### src/rtl/mealy_ctrl_pkg.sv
package mealy_ctrl_pkg;
  localparam int OP_W  = 3;
  localparam int SRC_W = 2;

  typedef enum logic [1:0] {
    ST_FETCH  = 2'b00,
    ST_DECODE = 2'b01,
    ST_WAIT   = 2'b10,
    ST_EXEC   = 2'b11
  } cpuState_t;

  typedef enum logic [SRC_W-1:0] {
    SRC_MEM = 2'b00,
    SRC_ALU = 2'b01,
    SRC_IN  = 2'b10
  } accSrc_t;

  localparam logic [OP_W-1:0] OP_LOAD  = 3'b000;
  localparam logic [OP_W-1:0] OP_STORE = 3'b001;
  localparam logic [OP_W-1:0] OP_ADD   = 3'b010;
  localparam logic [OP_W-1:0] OP_SUB   = 3'b011;
  localparam logic [OP_W-1:0] OP_IN    = 3'b100;
  localparam logic [OP_W-1:0] OP_JZ    = 3'b101;
  localparam logic [OP_W-1:0] OP_JPOS  = 3'b110;
  localparam logic [OP_W-1:0] OP_HALT  = 3'b111;

  typedef struct packed {
    logic    irLoad;
    logic    pcLoad;
    logic    jmpSel;
    logic    accLoad;
    accSrc_t accSrc;
    logic    memWrite;
    logic    halt;
  } strobes_t;
endpackage

### src/rtl/ctl_seq.sv
module ctl_seq
  import mealy_ctrl_pkg::*;
(
  input  logic            clk,
  input  logic            rst,
  input  logic [OP_W-1:0] opcode,
  output cpuState_t       curState
);
  cpuState_t nextState;

  always_comb begin
    unique case (curState)
      ST_FETCH:  nextState = ST_DECODE;
      ST_DECODE: nextState = ST_WAIT;
      ST_WAIT:   nextState = ST_EXEC;
      ST_EXEC:   nextState = (opcode == OP_HALT) ? ST_EXEC : ST_FETCH;
      default:   nextState = ST_FETCH;
    endcase
  end

  always_ff @(posedge clk) begin
    if (rst) curState <= ST_FETCH;
    else     curState <= nextState;
  end
endmodule

### src/rtl/ctl_decode.sv
module ctl_decode
  import mealy_ctrl_pkg::*;
(
  input  logic            rst,
  input  cpuState_t       curState,
  input  logic [OP_W-1:0] opcode,
  input  logic            accZero,
  input  logic            accPos,
  output strobes_t        strobes
);
  strobes_t execStrobes;

  always_comb begin
    execStrobes = '0;
    unique case (opcode)
      OP_LOAD:  begin execStrobes.accLoad = 1'b1; execStrobes.accSrc = SRC_MEM; end
      OP_STORE: execStrobes.memWrite = 1'b1;
      OP_ADD,
      OP_SUB:   begin execStrobes.accLoad = 1'b1; execStrobes.accSrc = SRC_ALU; end
      OP_IN:    begin execStrobes.accLoad = 1'b1; execStrobes.accSrc = SRC_IN; end
      OP_JZ:    begin execStrobes.jmpSel = 1'b1; execStrobes.pcLoad = accZero; end
      OP_JPOS:  begin execStrobes.jmpSel = 1'b1; execStrobes.pcLoad = accPos; end
      default:  execStrobes.halt = 1'b1;
    endcase
  end

  always_comb begin
    strobes = '0;
    if (!rst) begin
      unique case (curState)
        ST_FETCH: begin
          strobes.irLoad = 1'b1;
          strobes.pcLoad = 1'b1;
        end
        ST_EXEC: strobes = execStrobes;
        default: strobes = '0;
      endcase
    end
  end
endmodule

### src/rtl/mealy_ctrl.sv
module mealy_ctrl
  import mealy_ctrl_pkg::*;
(
  input  logic             clk,
  input  logic             rst,
  input  logic [OP_W-1:0]  opcode,
  input  logic             accZero,
  input  logic             accPos,
  output logic             irLoad,
  output logic             pcLoad,
  output logic             jmpSel,
  output logic             accLoad,
  output logic [SRC_W-1:0] accSrc,
  output logic             memWrite,
  output logic             halt
);
  cpuState_t curState;
  strobes_t  strobes;

  ctl_seq uSeq (
    .clk      (clk),
    .rst      (rst),
    .opcode   (opcode),
    .curState (curState)
  );

  ctl_decode uDecode (
    .rst      (rst),
    .curState (curState),
    .opcode   (opcode),
    .accZero  (accZero),
    .accPos   (accPos),
    .strobes  (strobes)
  );

  assign irLoad   = strobes.irLoad;
  assign pcLoad   = strobes.pcLoad;
  assign jmpSel   = strobes.jmpSel;
  assign accLoad  = strobes.accLoad;
  assign accSrc   = strobes.accSrc;
  assign memWrite = strobes.memWrite;
  assign halt     = strobes.halt;
endmodule

### config.mk
export PLATFORM = sky130hd
export DESIGN_NAME = mealy_ctrl
export DESIGN_NICKNAME = d
export VERILOG_FILES = /design/src/rtl/mealy_ctrl_pkg.sv /design/src/rtl/ctl_seq.sv /design/src/rtl/ctl_decode.sv /design/src/rtl/mealy_ctrl.sv
export SDC_FILE = /design/constraint.sdc
export NUM_CORES = 1
export LEC_CHECK = 0
export ABC_AREA = 1
export BUFFER_PORTS_ARGS = -buffer_cell sky130_fd_sc_hd__buf_2
export CAP_MARGIN = 20
export CORE_AREA = 2 2 39 41
export DETAILED_ROUTE_END_ITERATION = 7
export DIE_AREA = 0 0 41 43
export GPL_TIMING_DRIVEN = 0
export HOLD_SLACK_MARGIN = 0.15
export PLACE_DENSITY = 0.47
export SETUP_SLACK_MARGIN = 0.4
export SKIP_LAST_GASP = 1
export SLEW_MARGIN = 20
export SYNTH_ARGS = -nofsm -noshare
export SYNTH_HDL_FRONTEND = slang
export SYNTH_SLANG_ARGS = --single-unit
### constraint.sdc
create_clock -name clk -period 1.3 [get_ports clk]
set_input_delay 0.13 -clock clk [delete_from_list [all_inputs] [get_ports clk]]
set_output_delay 0.13 -clock clk [all_outputs]
set_load 0.02 [all_outputs]
==> impl_metrics.prom <==
# TYPE chip_impl_metric gauge
chip_impl_metric{name="worst_tran_pin_value",unit="ns"} 0.226
chip_impl_metric{name="netlist-cell-type-count",unit=""} 16
chip_impl_metric{name="design.die.area",unit="um2"} 1760
chip_impl_metric{name="worst-r2r-setup-slack",unit="ns"} 0.23
chip_impl_metric{name="gr-usage-all-layers",unit="%"} 8.92
chip_impl_metric{name="drt_drc_violations_left",unit=""} 0
chip_impl_metric{name="core_area",unit="um2"} 1380
chip_impl_info{name="critical_path.endpoint_type",value="primary output"} 1
chip_impl_metric{name="largest_register_ffs",unit=""} 2
chip_impl_metric{name="synthesis.area_per_instance",unit="um2"} 6.29
chip_impl_metric{name="crit_fanout",unit=""} 2
chip_impl_metric{name="antenna_cells_inserted",unit=""} 0
chip_impl_metric{name="timing.fmax",unit="GHz"} 0.705
chip_impl_metric{name="cts.sinks",unit=""} 2
chip_impl_metric{name="gp_routability_congestion",unit=""} 0.637
chip_impl_metric{name="timing.final.ws_setup",unit="ns"} -0.118
chip_impl_info{name="critPathCapture",value="pcLoad"} 1
chip_impl_metric{name="grt_start_max_net_pins",unit=""} 7
chip_impl_info{name="cp-start-kind",value="register"} 1
chip_impl_metric{name="layout-drive-gt1-share",unit="%"} 64.4
chip_impl_info{name="ys.flop_type",value="sky130_fd_sc_hd__dfxtp_1"} 1
chip_impl_metric{name="synth-edff-count",unit=""} 0
chip_impl_info{name="post-synth-top-count-cell",value="sky130_fd_sc_hd__inv_1"} 1
chip_impl_metric{name="ios",unit=""} 15
chip_impl_metric{name="die_wd",unit="um"} 41
chip_impl_metric{name="synth_nets",unit=""} 51
chip_impl_info{name="crit-reg2reg-capture",value="uSeq.curState[0]$_SDFF_PP0_"} 1
chip_impl_metric{name="num-fill-cells",unit=""} 151
chip_impl_metric{name="relSlewSlack",unit="%"} 84.9
chip_impl_metric{name="synthesis.area",unit="um2"} 251
chip_impl_metric{name="clkLatencyLatePin",unit="ns"} 0.22
chip_impl_info{name="timing.rr.start",value="uSeq.curState[0]$_SDFF_PP0_"} 1
chip_impl_metric{name="synthesis.yosys.warnings",unit=""} 0
chip_impl_metric{name="fp.dieH",unit="um"} 43
chip_impl_info{name="clock_tree_from_tritoncts",value="yes"} 1
chip_impl_metric{name="detail_route.wirelength",unit="um"} 648
chip_impl_metric{name="routed_wire_length_per_instance",unit="um"} 8.64
chip_impl_metric{name="place.port_buffers",unit=""} 14
chip_impl_metric{name="ff2ff_path_depth",unit=""} 7
chip_impl_metric{name="initial_utilization",unit="%"} 18.2
chip_impl_info{name="biggestRegsByFlops",value="uSeq.curState: 2 flops"} 1
chip_impl_metric{name="async_flop_share",unit="%"} 0
chip_impl_metric{name="drt-initial-drc-count",unit=""} 2
chip_impl_metric{name="finalClockSkew",unit="ns"} 0.00232
chip_impl_metric{name="cts.path.max_buffers",unit=""} 2
chip_impl_metric{name="cp_data_required_time",unit="ns"} 1.17
chip_impl_info{name="rsz0062_at_grt",value="true"} 1
chip_impl_metric{name="area.growth.synth_to_final",unit="%"} 104
chip_impl_info{name="run_status",value="finished, violations left"} 1
chip_impl_metric{name="dp_hpwl",unit="um"} 507
chip_impl_metric{name="cap_viol_max_count",unit=""} 0
chip_impl_metric{name="tritoncts.num_buffers",unit=""} 3
chip_impl_metric{name="detailroute.via_count",unit=""} 299
chip_impl_info{name="yosys.area.top_type",value="sky130_fd_sc_hd__ha_1"} 1
chip_impl_metric{name="timing.final.setup_violations",unit=""} 6
chip_impl_metric{name="timing.final.hold_violations",unit=""} 0
chip_impl_info{name="worstSetupPathType",value="register to primary output"} 1
chip_impl_metric{name="final_min_period_over_clock_period",unit="%"} 109
chip_impl_metric{name="critical_path_arrival",unit="ns"} 1.29
chip_impl_metric{name="cts_max_level",unit=""} 1
chip_impl_metric{name="clock_transition_at_path_regs",unit="ns"} 0.03
chip_impl_metric{name="power.leakage",unit="nW"} 0.265
chip_impl_metric{name="synth-seq-cells",unit=""} 2
chip_impl_metric{name="netlist_instances",unit=""} 40
chip_impl_metric{name="vias_in_the_first_global_route",unit=""} 281
chip_impl_metric{name="synth.yosys.seq_area_share",unit="%"} 15.9
chip_impl_info{name="timing.critical_path.from",value="uSeq.curState[0]$_SDFF_PP0_"} 1
chip_impl_info{name="violations",value="negative setup slack"} 1
chip_impl_metric{name="nets",unit=""} 72
chip_impl_metric{name="grt_antenna_before_repair",unit=""} 0
chip_impl_metric{name="firstDrtPassIters",unit=""} 2
chip_impl_metric{name="cts_hold_buffers",unit=""} 0
chip_impl_info{name="cts.root.buffer_cell",value="sky130_fd_sc_hd__clkbuf_4"} 1
chip_impl_metric{name="irDropWorstVdd",unit="mV"} 0.519
chip_impl_info{name="synth_common_cells",value="sky130_fd_sc_hd__inv_1 (11), sky130_fd_sc_hd__nand2_1 (6), sky130_fd_sc_hd__ha_1 (4)"} 1
chip_impl_metric{name="synth_top_cell_area_share",unit="%"} 19.9
chip_impl_info{name="holdCritPathClass",value="input pin to register"} 1
chip_impl_metric{name="finalMaxSlewViolations",unit=""} 0
chip_impl_metric{name="detail_route.vias_per_cell",unit=""} 3.99
chip_impl_info{name="most_flops_register",value="uSeq.curState"} 1
chip_impl_metric{name="ant_nets",unit=""} 0
chip_impl_metric{name="first_pass_grt_wire_length",unit="mm"} 1.11
chip_impl_metric{name="dp_slack",unit="ns"} 0.0167
chip_impl_metric{name="grt-ovfl-total",unit=""} 0
chip_impl_metric{name="period_minus_slack",unit="ns"} 1.42
chip_impl_metric{name="num_rows",unit=""} 14
chip_impl_metric{name="power_per_cell_area",unit="nW/um2"} 840
chip_impl_metric{name="fin_worst_hold_slack",unit="ns"} 0.257
chip_impl_info{name="biggest_area_contributors_in_the_synthesized_netlist",value="sky130_fd_sc_hd__ha_1 (20%), sky130_fd_sc_hd__inv_1 (16%), sky130_fd_sc_hd__dfxtp_1 (16%)"} 1
[timing repair]
action,CTS,global route
pin swaps,1,2
setup buffers,2,0
setup endpoints to repair,10,10
gates resized for setup,9,1
[critical path: stages, from the launching register on]
cell                      delay (ns)
sky130_fd_sc_hd__dfxtp_2        0.33
sky130_fd_sc_hd__inv_2          0.06
sky130_fd_sc_hd__ha_4           0.22
sky130_fd_sc_hd__or2_4          0.23
sky130_fd_sc_hd__a21oi_4        0.11
sky130_fd_sc_hd__buf_6          0.13
[cells by family (layout without fill, tap and decap cells)]
family	after synthesis	count (layout)	share of synthesized area [%]
and+or+nand+nor	17	17	35.3
adders and majority gates	4	4	19.9
AOI/OAI and AO/OA	5	5	10.9
buffers and inverters	12	31	17.9
DFF	2	2	15.9
[per-stage QoR]
step / std cells / TNS, ns / power (mW) / cell area (um2) / util, %
floorplan: 40 / 0 / 0.207 / 347 / -
global placement: 70 / 0 / 0.253 / 437 / 31.6
detailed placement: 70 / 0 / 0.255 / 437 / 31.6
CTS: 75 / -0.464 / 0.436 / 509 / 36.8
global route: 75 / -0.860 / 0.476 / 513 / 37.1
finish: 75 / -0.331 / 0.431 / 513 / 37.1
[cells in the final DEF (no fill, tap or decap)]
master                     count
sky130_fd_sc_hd__inv_1         9
sky130_fd_sc_hd__buf_2         9
sky130_fd_sc_hd__nand2_1       5
sky130_fd_sc_hd__buf_4         4
sky130_fd_sc_hd__inv_2         3
sky130_fd_sc_hd__clkbuf_4      3
sky130_fd_sc_hd__buf_6         3
sky130_fd_sc_hd__nand4_1       2
sky130_fd_sc_hd__nor3_4        2
sky130_fd_sc_hd__o21ai_1       2
sky130_fd_sc_hd__ha_1          2
sky130_fd_sc_hd__dfxtp_2       2
sky130_fd_sc_hd__or2_4         1
sky130_fd_sc_hd__a21oi_4       1
sky130_fd_sc_hd__nand2_4       1
sky130_fd_sc_hd__a211oi_4      1
sky130_fd_sc_hd__nor3b_4       1
sky130_fd_sc_hd__nor4_4        1
sky130_fd_sc_hd__nand3_2       1
sky130_fd_sc_hd__nor2_4        1
sky130_fd_sc_hd__nor2_2        1
sky130_fd_sc_hd__nand2_2       1
sky130_fd_sc_hd__a21oi_1       1
sky130_fd_sc_hd__ha_4          1
sky130_fd_sc_hd__ha_2          1
[routing by layer]
layer	vias up	routed length [um]	GRT usage (%)
li1	165	-	-
met1	121	306	11.5
met2	13	283	13.8
met3	0	58	1.57
met4	0	0	4.00
met5	-	0	0
[worst min-delay path by stage]
stage          cells past startpoint  from  slack, ns                     endpoint
6_report                           4   rst       0.26  uSeq.curState[1]$_SDFF_PP0_
5_1_grt                            4   rst       0.27  uSeq.curState[1]$_SDFF_PP0_
4_1_cts                            4   rst       0.26  uSeq.curState[1]$_SDFF_PP0_
3_5_place_dp                       4   rst       0.48  uSeq.curState[1]$_SDFF_PP0_
3_3_place_gp                       4   rst       0.49  uSeq.curState[1]$_SDFF_PP0_
2_1_floorplan                      3   rst       0.28  uSeq.curState[1]$_SDFF_PP0_
[where the power goes]
part	internal (mW)	total, mW	leakage, nW	switching, mW
sequential	0.0751	0.0843	0.0172	0.00923
clock	0.101	0.131	0.0138	0.0299
combinational	0.0969	0.215	0.234	0.119
[layout make-up]
| class | count | area (um2) | area share (%) |
|---|---|---|---|
| sequential | 2 | 42.5 | 8.29 |
| clock buffer | 3 | 22.5 | 4.39 |
| timing repair buffer | 16 | 109 | 21.2 |
| tap | 16 | 20.0 | 3.90 |
| inverter | 12 | 45.0 | 8.78 |
| multi-input combinational | 26 | 274 | 53.4 |
Power figures use the tool's default switching activity.
